[config.mk]
export PLATFORM = sky130hd
export DESIGN_NAME = scrub_frame_ecc
export DESIGN_NICKNAME = d
export VERILOG_FILES = /design/src/rtl/scrub_pkg.sv /design/src/rtl/scrub_rst_sync.sv /design/src/rtl/scrub_syn_acc.sv /design/src/rtl/scrub_classify.sv /design/src/rtl/scrub_frame_ecc.sv
export SDC_FILE = /design/constraint.sdc
export NUM_CORES = 1
export LEC_CHECK = 0
export BUFFER_PORTS_ARGS = -buffer_cell sky130_fd_sc_hd__buf_2
export CORE_MARGIN = 1
export CORE_UTILIZATION = 50
export DETAILED_ROUTE_END_ITERATION = 10
export HOLD_SLACK_MARGIN = 0.12
export PLACE_DENSITY_LB_ADDON = 0.2
export SLEW_MARGIN = 20
export SYNTH_ARGS = -nofsm -noshare
export SYNTH_HDL_FRONTEND = slang
export SYNTH_SLANG_ARGS = --single-unit
[constraint.sdc]
create_clock -name clk -period 3.29 [get_ports clk]
set_input_delay 0.658 -clock clk [delete_from_list [all_inputs] [get_ports clk]]
set_output_delay 0.658 -clock clk [all_outputs]
set_load 0.05 [all_outputs]
[src/rtl/scrub_pkg.sv]
package scrub_pkg;

  typedef enum logic [1:0] {
    ST_IDLE,
    ST_SCAN,
    ST_EVAL,
    ST_FIX
  } scrub_state_e;

  typedef enum logic [1:0] {
    VD_CLEAN,
    VD_FIX,
    VD_BAD
  } verdict_e;

endpackage

[src/rtl/scrub_rst_sync.sv]
module scrub_rst_sync (
  input  logic clk,
  input  logic rst_n,
  output logic rst_sync_n
);
  logic [1:0] pipe_q;

  always_ff @(posedge clk or negedge rst_n) begin
    if (!rst_n) pipe_q <= 2'b00;
    else        pipe_q <= {pipe_q[0], 1'b1};
  end

  assign rst_sync_n = pipe_q[1];
endmodule

[src/rtl/scrub_syn_acc.sv]
module scrub_syn_acc #(
  parameter int DATA_W = 32,
  parameter int WIX_W  = 6,
  parameter int POS_W  = 11
) (
  input  logic              clk,
  input  logic              rst_n,
  input  logic              clr,
  input  logic              acc_en,
  input  logic [WIX_W-1:0]  word_idx,
  input  logic [DATA_W-1:0] rdata,
  output logic [POS_W-1:0]  pos_acc,
  output logic              par_acc
);
  logic [POS_W-1:0] pos_n;
  logic             par_n;

  function automatic logic [POS_W-1:0] word_code(input logic [DATA_W-1:0] d,
                                                 input logic [WIX_W-1:0] w);
    logic [POS_W-1:0] c;
    c = '0;
    for (int b = 0; b < DATA_W; b++) begin
      if (d[b]) c = c ^ POS_W'(int'(w) * DATA_W + b + 1);
    end
    return c;
  endfunction

  always_comb begin
    pos_n = pos_acc;
    par_n = par_acc;
    if (clr) begin
      pos_n = '0;
      par_n = 1'b0;
    end else if (acc_en) begin
      pos_n = pos_acc ^ word_code(rdata, word_idx);
      par_n = par_acc ^ (^rdata);
    end
  end

  always_ff @(posedge clk or negedge rst_n) begin
    if (!rst_n) begin
      pos_acc <= '0;
      par_acc <= 1'b0;
    end else if (clr || acc_en) begin
      pos_acc <= pos_n;
      par_acc <= par_n;
    end
  end
endmodule

[src/rtl/scrub_classify.sv]
module scrub_classify
  import scrub_pkg::*;
#(
  parameter int POS_W = 11,
  parameter int BITS  = 1312
) (
  input  logic [POS_W-1:0] pos_acc,
  input  logic             par_acc,
  input  logic [POS_W:0]   stored,
  output logic [POS_W:0]   syndrome,
  output verdict_e         verdict
);
  logic [POS_W-1:0] pos;
  logic             par;

  assign pos      = pos_acc ^ stored[POS_W-1:0];
  assign par      = par_acc ^ stored[POS_W];
  assign syndrome = {par, pos};

  always_comb begin
    if (!par && pos == '0)
      verdict = VD_CLEAN;
    else if (par && pos != '0 && pos <= POS_W'(BITS))
      verdict = VD_FIX;
    else
      verdict = VD_BAD;
  end
endmodule

[src/rtl/scrub_frame_ecc.sv]
module scrub_frame_ecc
  import scrub_pkg::*;
#(
  parameter int FRAMES = 4,
  parameter int WORDS  = 41,
  parameter int DATA_W = 32,
  parameter int CNT_W  = 16
) (
  input  logic                              clk,
  input  logic                              rst_n,
  input  logic                              scrub_en,
  output logic [$clog2(FRAMES)-1:0]         mem_frame,
  output logic [$clog2(WORDS)-1:0]          mem_word,
  input  logic [DATA_W-1:0]                 mem_rdata,
  input  logic [$clog2(WORDS*DATA_W+1):0]   mem_ecc,
  output logic [DATA_W-1:0]                 mem_wdata,
  output logic                              mem_we,
  output logic [$clog2(FRAMES)-1:0]         err_frame,
  output logic [$clog2(WORDS*DATA_W+1):0]   err_syndrome,
  output logic [CNT_W-1:0]                  fixed_count,
  output logic                              uncorrectable
);
  localparam int FA_W  = $clog2(FRAMES);
  localparam int WIX_W = $clog2(WORDS);
  localparam int BITS  = WORDS * DATA_W;
  localparam int POS_W = $clog2(BITS + 1);
  localparam int ECC_W = POS_W + 1;
  localparam int BIX_W = $clog2(DATA_W);

  logic rst_i_n;
  scrub_state_e state_q, state_n;
  logic [FA_W-1:0]  frame_q, frame_n;
  logic [WIX_W-1:0] word_q, word_n;
  logic             verify_q, verify_n;
  logic [BIX_W-1:0] fbit_q, fbit_n;
  logic [FA_W-1:0]  efr_q, efr_n;
  logic [ECC_W-1:0] esyn_q, esyn_n;
  logic [CNT_W-1:0] cnt_q, cnt_n;
  logic             unc_q, unc_n;

  logic [POS_W-1:0] pos_acc;
  logic             par_acc;
  logic [ECC_W-1:0] syndrome;
  verdict_e         verdict;
  logic [POS_W-1:0] bitpos;
  logic             advance;

  scrub_rst_sync u_rst (.clk(clk), .rst_n(rst_n), .rst_sync_n(rst_i_n));

  scrub_syn_acc #(.DATA_W(DATA_W), .WIX_W(WIX_W), .POS_W(POS_W)) u_acc (
    .clk(clk), .rst_n(rst_i_n),
    .clr(state_q != ST_SCAN), .acc_en(state_q == ST_SCAN),
    .word_idx(word_q), .rdata(mem_rdata),
    .pos_acc(pos_acc), .par_acc(par_acc)
  );

  scrub_classify #(.POS_W(POS_W), .BITS(BITS)) u_cls (
    .pos_acc(pos_acc), .par_acc(par_acc), .stored(mem_ecc),
    .syndrome(syndrome), .verdict(verdict)
  );

  assign bitpos = syndrome[POS_W-1:0] - 1'b1;

  always_comb begin
    state_n  = state_q;
    frame_n  = frame_q;
    word_n   = word_q;
    verify_n = verify_q;
    fbit_n   = fbit_q;
    efr_n    = efr_q;
    esyn_n   = esyn_q;
    cnt_n    = cnt_q;
    unc_n    = unc_q;
    advance  = 1'b0;
    unique case (state_q)
      ST_IDLE: begin
        word_n = '0;
        if (scrub_en) state_n = ST_SCAN;
      end
      ST_SCAN: begin
        if (word_q == WIX_W'(WORDS - 1)) begin
          word_n  = '0;
          state_n = ST_EVAL;
        end else begin
          word_n = word_q + 1'b1;
        end
      end
      ST_EVAL: begin
        if (verdict != VD_CLEAN) begin
          efr_n  = frame_q;
          esyn_n = syndrome;
        end
        if (verdict == VD_CLEAN) begin
          if (verify_q && cnt_q != '1) cnt_n = cnt_q + 1'b1;
          advance = 1'b1;
        end else if (verdict == VD_FIX && !verify_q) begin
          word_n  = WIX_W'(bitpos >> BIX_W);
          fbit_n  = bitpos[BIX_W-1:0];
          state_n = ST_FIX;
        end else begin
          unc_n   = 1'b1;
          advance = 1'b1;
        end
        if (advance) begin
          verify_n = 1'b0;
          frame_n  = (frame_q == FA_W'(FRAMES - 1)) ? '0 : frame_q + 1'b1;
          state_n  = scrub_en ? ST_SCAN : ST_IDLE;
        end
      end
      ST_FIX: begin
        verify_n = 1'b1;
        word_n   = '0;
        state_n  = ST_SCAN;
      end
      default: state_n = ST_IDLE;
    endcase
  end

  always_ff @(posedge clk or negedge rst_i_n) begin
    if (!rst_i_n) begin
      state_q  <= ST_IDLE;
      frame_q  <= '0;
      word_q   <= '0;
      verify_q <= 1'b0;
      fbit_q   <= '0;
      efr_q    <= '0;
      esyn_q   <= '0;
      cnt_q    <= '0;
      unc_q    <= 1'b0;
    end else begin
      state_q  <= state_n;
      frame_q  <= frame_n;
      word_q   <= word_n;
      verify_q <= verify_n;
      fbit_q   <= fbit_n;
      efr_q    <= efr_n;
      esyn_q   <= esyn_n;
      cnt_q    <= cnt_n;
      unc_q    <= unc_n;
    end
  end

  assign mem_frame     = frame_q;
  assign mem_word      = word_q;
  assign mem_we        = (state_q == ST_FIX);
  assign mem_wdata     = mem_rdata ^ (DATA_W'(1) << fbit_q);
  assign err_frame     = efr_q;
  assign err_syndrome  = esyn_q;
  assign fixed_count   = cnt_q;
  assign uncorrectable = unc_q;
endmodule

Word level (Yosys, flattened, before mapping)
Cells that the tools add are included.

Bits in registers: 61. Input port bits: 47. Logic and storage cells: 278. Output and inout port bits: 72.

Magnitude comparators: 1. Bitwise gates (word level): 38. Equality and inequality tests: 15. Add/sub/neg operators: 66. Muxes and demuxes: 119. Reduce and logical (&&, ||, !) cells: 26. Shifts and indexed selects: 1.

Operator list (count): 2-to-1 mux 11 bit (98); adder 11 x 2 -> 11 bit, second input constant (33); XOR 11 bit (33); adder 11 x 5 -> 11 bit, second input constant (16); adder 11 x 4 -> 11 bit, second input constant (8); adder 11 x 3 -> 11 bit, second input constant (4); XOR reduction 32 bit (1); left shift 1 x 5 -> 32 bit, first input constant (1); XOR 32 bit (1); 2-to-1 mux 6 bit (3); case mux 6 bit (3 select lines) (1); adder 16 x 1 -> 16 bit, second input constant (1); 2-to-1 mux 2 bit (8); inequality test 16 bit, second input constant (1); adder 11 x 1 -> 11 bit, second input constant (1); <= comparator 11 bit, second input constant (1); logical NOT 11 bit (1); nonzero test 11 bit (1); subtractor 11 x 1 -> 11 bit, second input constant (1); inequality test 2 bit, second input constant (5); AND reduction 2 bit (5); AND reduction 3 bit (3); case mux 2 bit (4 select lines) (1); 2-to-1 mux 1 bit (7); other kinds (17) (31).

Logic depth before layout (Yosys ltp)
Word-level depth: 131. Depth in mapped cells: 9. Mapped depth without buffers: 8.

Hierarchy
Synthesis repeated with hierarchy kept, for this count alone.

Cells, all modules: 486. Area total of the unflattened synthesis: 4616.9 um^2.

By module, submodules not included: scrub_frame_ecc (instances 1, seq. area each 1176.1 um^2, area each 2921.6 um^2, cells each 304); scrub_syn_acc (instances 1, seq. area each 300.3 um^2, area each 1421.4 um^2, cells each 150); scrub_classify (instances 1, seq. area each 0.0 um^2, area each 220.2 um^2, cells each 29); scrub_rst_sync (instances 1, seq. area each 50.0 um^2, area each 53.8 um^2, cells each 3).

Worst setup path after synthesis
Ideal clock, no wire load.

Path type: input -> register. Start point: input mem_rdata[22]. End point: register u_acc.pos_acc[8]. Required time: 3211 ps. Path buffers: 0. Library setup time: 79 ps. Data arrival time: 2677 ps. Slack: 534 ps. Stages: 7. Cells stage by stage: xor2_2 -> xor3_2 -> xnor3_1 -> xnor3_2 -> mux2_1 -> a211oi_2 -> mux2i_1.

Cells in the longest elaborated chain, start to end: 42.

RTL lines: start: declaration (RTL line scrub_frame_ecc.sv:14) `input logic [DATA_W-1:0] mem_rdata,`; 2-to-1 mux 11 bit (*) (RTL line scrub_syn_acc.sv:23) `if (d[b]) c = c ^ POS_W'(int'(w) * DATA_W + b + 1);`; 2-to-1 mux 11 bit (*) (RTL line scrub_syn_acc.sv:34) `end else if (acc_en) begin`; 2-to-1 mux 11 bit (*) (RTL line scrub_syn_acc.sv:31) `if (clr) begin`; XOR 11 bit (RTL line scrub_syn_acc.sv:23); 2-to-1 mux 11 bit (*) (RTL line scrub_syn_acc.sv:23); 2-to-1 mux 11 bit (*) (RTL line scrub_syn_acc.sv:34); 2-to-1 mux 11 bit (*) (RTL line scrub_syn_acc.sv:31); XOR 11 bit (RTL line scrub_syn_acc.sv:23); (+27 left out); XOR 11 bit (RTL line scrub_syn_acc.sv:23); 2-to-1 mux 11 bit (*) (RTL line scrub_syn_acc.sv:23); 2-to-1 mux 11 bit (*) (RTL line scrub_syn_acc.sv:34); 2-to-1 mux 11 bit (*) (RTL line scrub_syn_acc.sv:31); XOR 11 bit (*) (RTL line scrub_syn_acc.sv:35) `pos_n = pos_acc ^ word_code(rdata, word_idx);`; 2-to-1 mux 11 bit (*) (RTL line scrub_syn_acc.sv:34); 2-to-1 mux 11 bit (*) (RTL line scrub_syn_acc.sv:31); net u_acc.pos_n[8] (RTL line scrub_syn_acc.sv:15) `logic [POS_W-1:0] pos_n;`; end signal: assignment (RTL line scrub_syn_acc.sv:45) `pos_acc <= pos_n;`; end: declaration (RTL line scrub_syn_acc.sv:12) `output logic [POS_W-1:0] pos_acc,`.

The timed path passes the listed nets; every way through them passes the cells marked *. The select of a mux whose other input is x is not followed. A chain may end at the register's enable or synchronous reset.

Worst setup path in the final report
Start point: input mem_rdata[30]. End point: register u_acc.pos_acc[8].

Cells in the longest elaborated chain, start to end: 10.

RTL lines (RTL line): 2-to-1 mux 11 bit (*) (scrub_syn_acc.sv:23); 2-to-1 mux 11 bit (*) (scrub_syn_acc.sv:34); 2-to-1 mux 11 bit (*) (scrub_syn_acc.sv:31); XOR 11 bit (scrub_syn_acc.sv:23); 2-to-1 mux 11 bit (*) (scrub_syn_acc.sv:23); 2-to-1 mux 11 bit (*) (scrub_syn_acc.sv:34); 2-to-1 mux 11 bit (*) (scrub_syn_acc.sv:31); XOR 11 bit (*) (scrub_syn_acc.sv:35); 2-to-1 mux 11 bit (*) (scrub_syn_acc.sv:34); 2-to-1 mux 11 bit (*) (scrub_syn_acc.sv:31); net u_acc.pos_n[8] (scrub_syn_acc.sv:15).

Marks and branches as above.

==> out/qor.txt <==
Io pins - 119
Vias per inst - 5.26
DIE WIDTH - 94.7 µm
Crit path arrival time - 3.03 ns
Async S/R FF share, synth - 100%
VDD IR-drop max - 0.572 mV
Total GRT Usage - 25.8%
WS Path Type - primary input to flop
Largest net degree at the start of global routing - 34
Max H-tree Level - 3
Sequential area share after synthesis - 35.5%
Max incr delay on CP - 0.42 ns
Post-Synthesis Cells - 459
CP Data Required Time - 3.56 ns
Core Area - 8260 µm²
DRT iter0 DRCs - 238
Final WL - 11100 µm
GPL Wtd Cong - 0.942
Number of diodes - 0
Post-Syn Area - 4300 µm²
Mean Syn Cell Area - 9.37 µm²
Final WS setup - 0.527 ns
Share of cells above drive strength 1 - 28.0%
Clock-pin slew on the worst setup and hold paths - 0.08 ns
Synth-to-Final Area Change - 23.0%
DP Worst Slack - 0.220 ns
Util after Layout - 64.1%
Vias in the first global route - 3449
RSZ-0062 raised after global routing - no
Final setup violation count - 0
CP Capture Type - flop
Max Root-Sink Buffers - 2
Hold Vio Cnt, Final - 0
# DRC - 0
Tcrit/Tclk final - 84.0%
Reg2reg end - mem_word[2]
Status - finished, final reports clean
Grt ovf - 0
Max-slew violation count - 0
Pwr Density - 884 nW/µm²
Worst skew pair latency - 0.35 ns
Nets - 643
Reg2Reg Setup Slack - 0.54 ns
Worst-Margin Slew - 0.758 ns
P_leak - 2.49 nW
Drt pass-1 iters - 4
Antenna violations before repair - 0
Clk_skew - 0.0100 ns
First-pass GRT wire length - 17200 µm
Setup TNS - 0 ns
Top_reg_cell synth - dfrtp_1
Period minus WS final - 2.76 ns
Critical Path Start - mem_rdata[30]
Synth Register Bits - 61
Largest fanout on the critical path - 5
PortBufs - 118
Antenna Violating Nets Remaining - 0
Max-slew headroom - 49.4%
Worst setup path endpoint - u_acc.pos_acc[8]
Number of synthesized flops with an enable pin - 0
Worst Setup Start Kind - primary input
Initial core utilization - 52.1%
Syn Nets - 515
WL per Instance - 15.9 µm
Die area - 8980 µm²
Total number of vias - 3663
Worst r2r path cells - 9
Cts bufs inserted - 9
Hold/Removal Path Class - flop to asynchronous set/reset pin
Die H - 94.7 µm
Syn. warnings - 0
CP cell instances - buf_2 > xor2_2 > xor3_2 > xnor3_1 > xnor3_2 > mux2_1 > a211oi_2 > mux2i_1
Slowest CP cell - xor3_2
Dpl hpwl - 8650 µm
CTS tree - built
Launch point of the worst reg-to-reg path - u_acc.pos_acc[1]
Yosys cell types - 52
Max Cap Viol - 0
Fmax - 362 MHz
CTS root buf - clkbuf_8
Cell Rows - 33
CTS sink count - 61
==> flip-flops by register name, indices dropped and copies added (netlist names) <==
signal         flops
u_rst.pipe_q       2
fbit_q             5
u_acc.par_acc      1
state_q            2
fixed_count       16
err_syndrome      12
err_frame          2
u_acc.pos_acc     11
uncorrectable      1
verify_q           1
mem_frame          2
mem_word           6
==> cell usage in the layout, fill, tap and decap left out, types with 3 or more instances in the layout <==
cell type / instances
a21boi_0: 3
a21oi_1: 10
a22o_1: 3
and3_1: 5
buf_2: 118
buf_4: 12
clkbuf_8: 9
dfrtp_1: 60
ha_1: 9
inv_1: 12
mux2_2: 5
mux2i_1: 8
nand2_1: 55
nand2b_1: 9
nand3_1: 16
nand3b_1: 4
nand4_1: 10
nor2_1: 34
nor2b_1: 5
nor3_1: 10
nor3b_1: 3
o21ai_0: 20
o22ai_1: 3
xnor2_1: 91
xor2_1: 32
==> worst max-delay path, delay by kind of cell <==
family	cells	cell delay (ns)
AO/OA/AOI/OAI	1	0.23
XOR/XNOR	4	1.41
buffers and inverters	1	0.14
multiplexers	2	0.60
==> metal layers <==
layer,share of wire [%],track usage (%),vias up,wire length (µm)
li1,-,-,1802,-
met1,43,31.5,1703,4770
met2,49,43.8,138,5410
met3,5.4,3.06,20,599
met4,2.9,14.6,0,323
met5,0,0,-,0
==> power by group <==
part / internal [mW] / switching [mW] / total, mW
sequential: 0.971 / 0.292 / 1.26
combinational: 0.923 / 1.75 / 2.67
clock: 0.428 / 0.318 / 0.746
total: 2.32 / 2.36 / 4.68
==> how the worst min path moves through the flow <==
stage                       end  cells after the start
2_1_floorplan   u_rst.pipe_q[1]                      0
3_3_place_gp    u_rst.pipe_q[1]                      0
3_5_place_dp    u_rst.pipe_q[1]                      0
4_1_cts         u_rst.pipe_q[1]                      0
5_1_grt         u_rst.pipe_q[1]                      0
6_report       u_acc.pos_acc[1]                      0
==> final cells by class <==
| type | count | area (µm²) |
|---|---|---|
| flip-flops and latches | 61 | 1530 |
| repair buffers | 131 | 691 |
| clock inverters | 7 | 97.6 |
| multi-input cells | 372 | 2680 |
| fillers | 704 | 2970 |
| inverters | 12 | 45.0 |
| well taps | 105 | 131 |
| clock buffers | 9 | 124 |
==> cells in the mapped netlist (all sizes together), types with 2 or more instances <==
library cell	count	area (µm²)
and3	5	31.3
o22ai	3	18.8
mux2	6	67.6
nand4	10	62.6
xnor2	93	830
nor3	12	70.1
nand2	55	206
nand3	16	80.1
nand3b	4	30.0
ha	9	113
a22o	3	26.3
nor3b	4	35.0
clkbuf	13	48.8
inv	12	45.0
xnor3	3	68.8
and2	2	12.5
xor2	34	324
a21oi	10	50.1
and4	2	17.5
mux2i	8	80.1
nor2	35	134
a21boi	3	22.5
a22oi	2	15.0
dfrtp	61	1530
a21o	2	15.0
a211oi	2	25.0
o21ai	20	100
nand2b	9	56.3
or3	2	12.5
nor2b	5	31.3
==> logic make-up (layout without fill, tap and decap cells) <==
| group | Yosys count | count (layout) | share of synthesized area, % |
|---|---|---|---|
| other | 1 | 1 | 0.0872 |
| flip-flops | 61 | 61 | 35.5 |
| AO/OA/AOI/OAI | 53 | 53 | 8.41 |
| AND/OR/NAND/NOR | 164 | 164 | 18.7 |
| XOR/XNOR | 131 | 131 | 29.0 |
| buffers and inverters | 26 | 159 | 2.30 |
| multiplexers | 14 | 14 | 3.43 |
| adder cells (fa/ha/maj) | 9 | 9 | 2.62 |
==> per-stage QoR <==
step	instance area [µm²]	cells	power (mW)	hold WS, ns
after global placement	5060	680	3.89	0.336
after floorplan	4300	459	3.26	0.331
final	5290	697	4.68	0.349
after detailed placement	5060	680	3.92	0.335
after CTS	5290	697	4.69	0.353
after global routing	5290	697	4.95	0.374
==> what timing repair did <==
| item | 4_1_cts | 5_1_grt |
|---|---|---|
| setup buffers | 0 | 0 |
| hold endpoints to repair | 2 | 0 |
| gates resized for setup | 0 | 0 |
| hold buffers | 1 | 0 |
(Power assumes the default switching activity.)
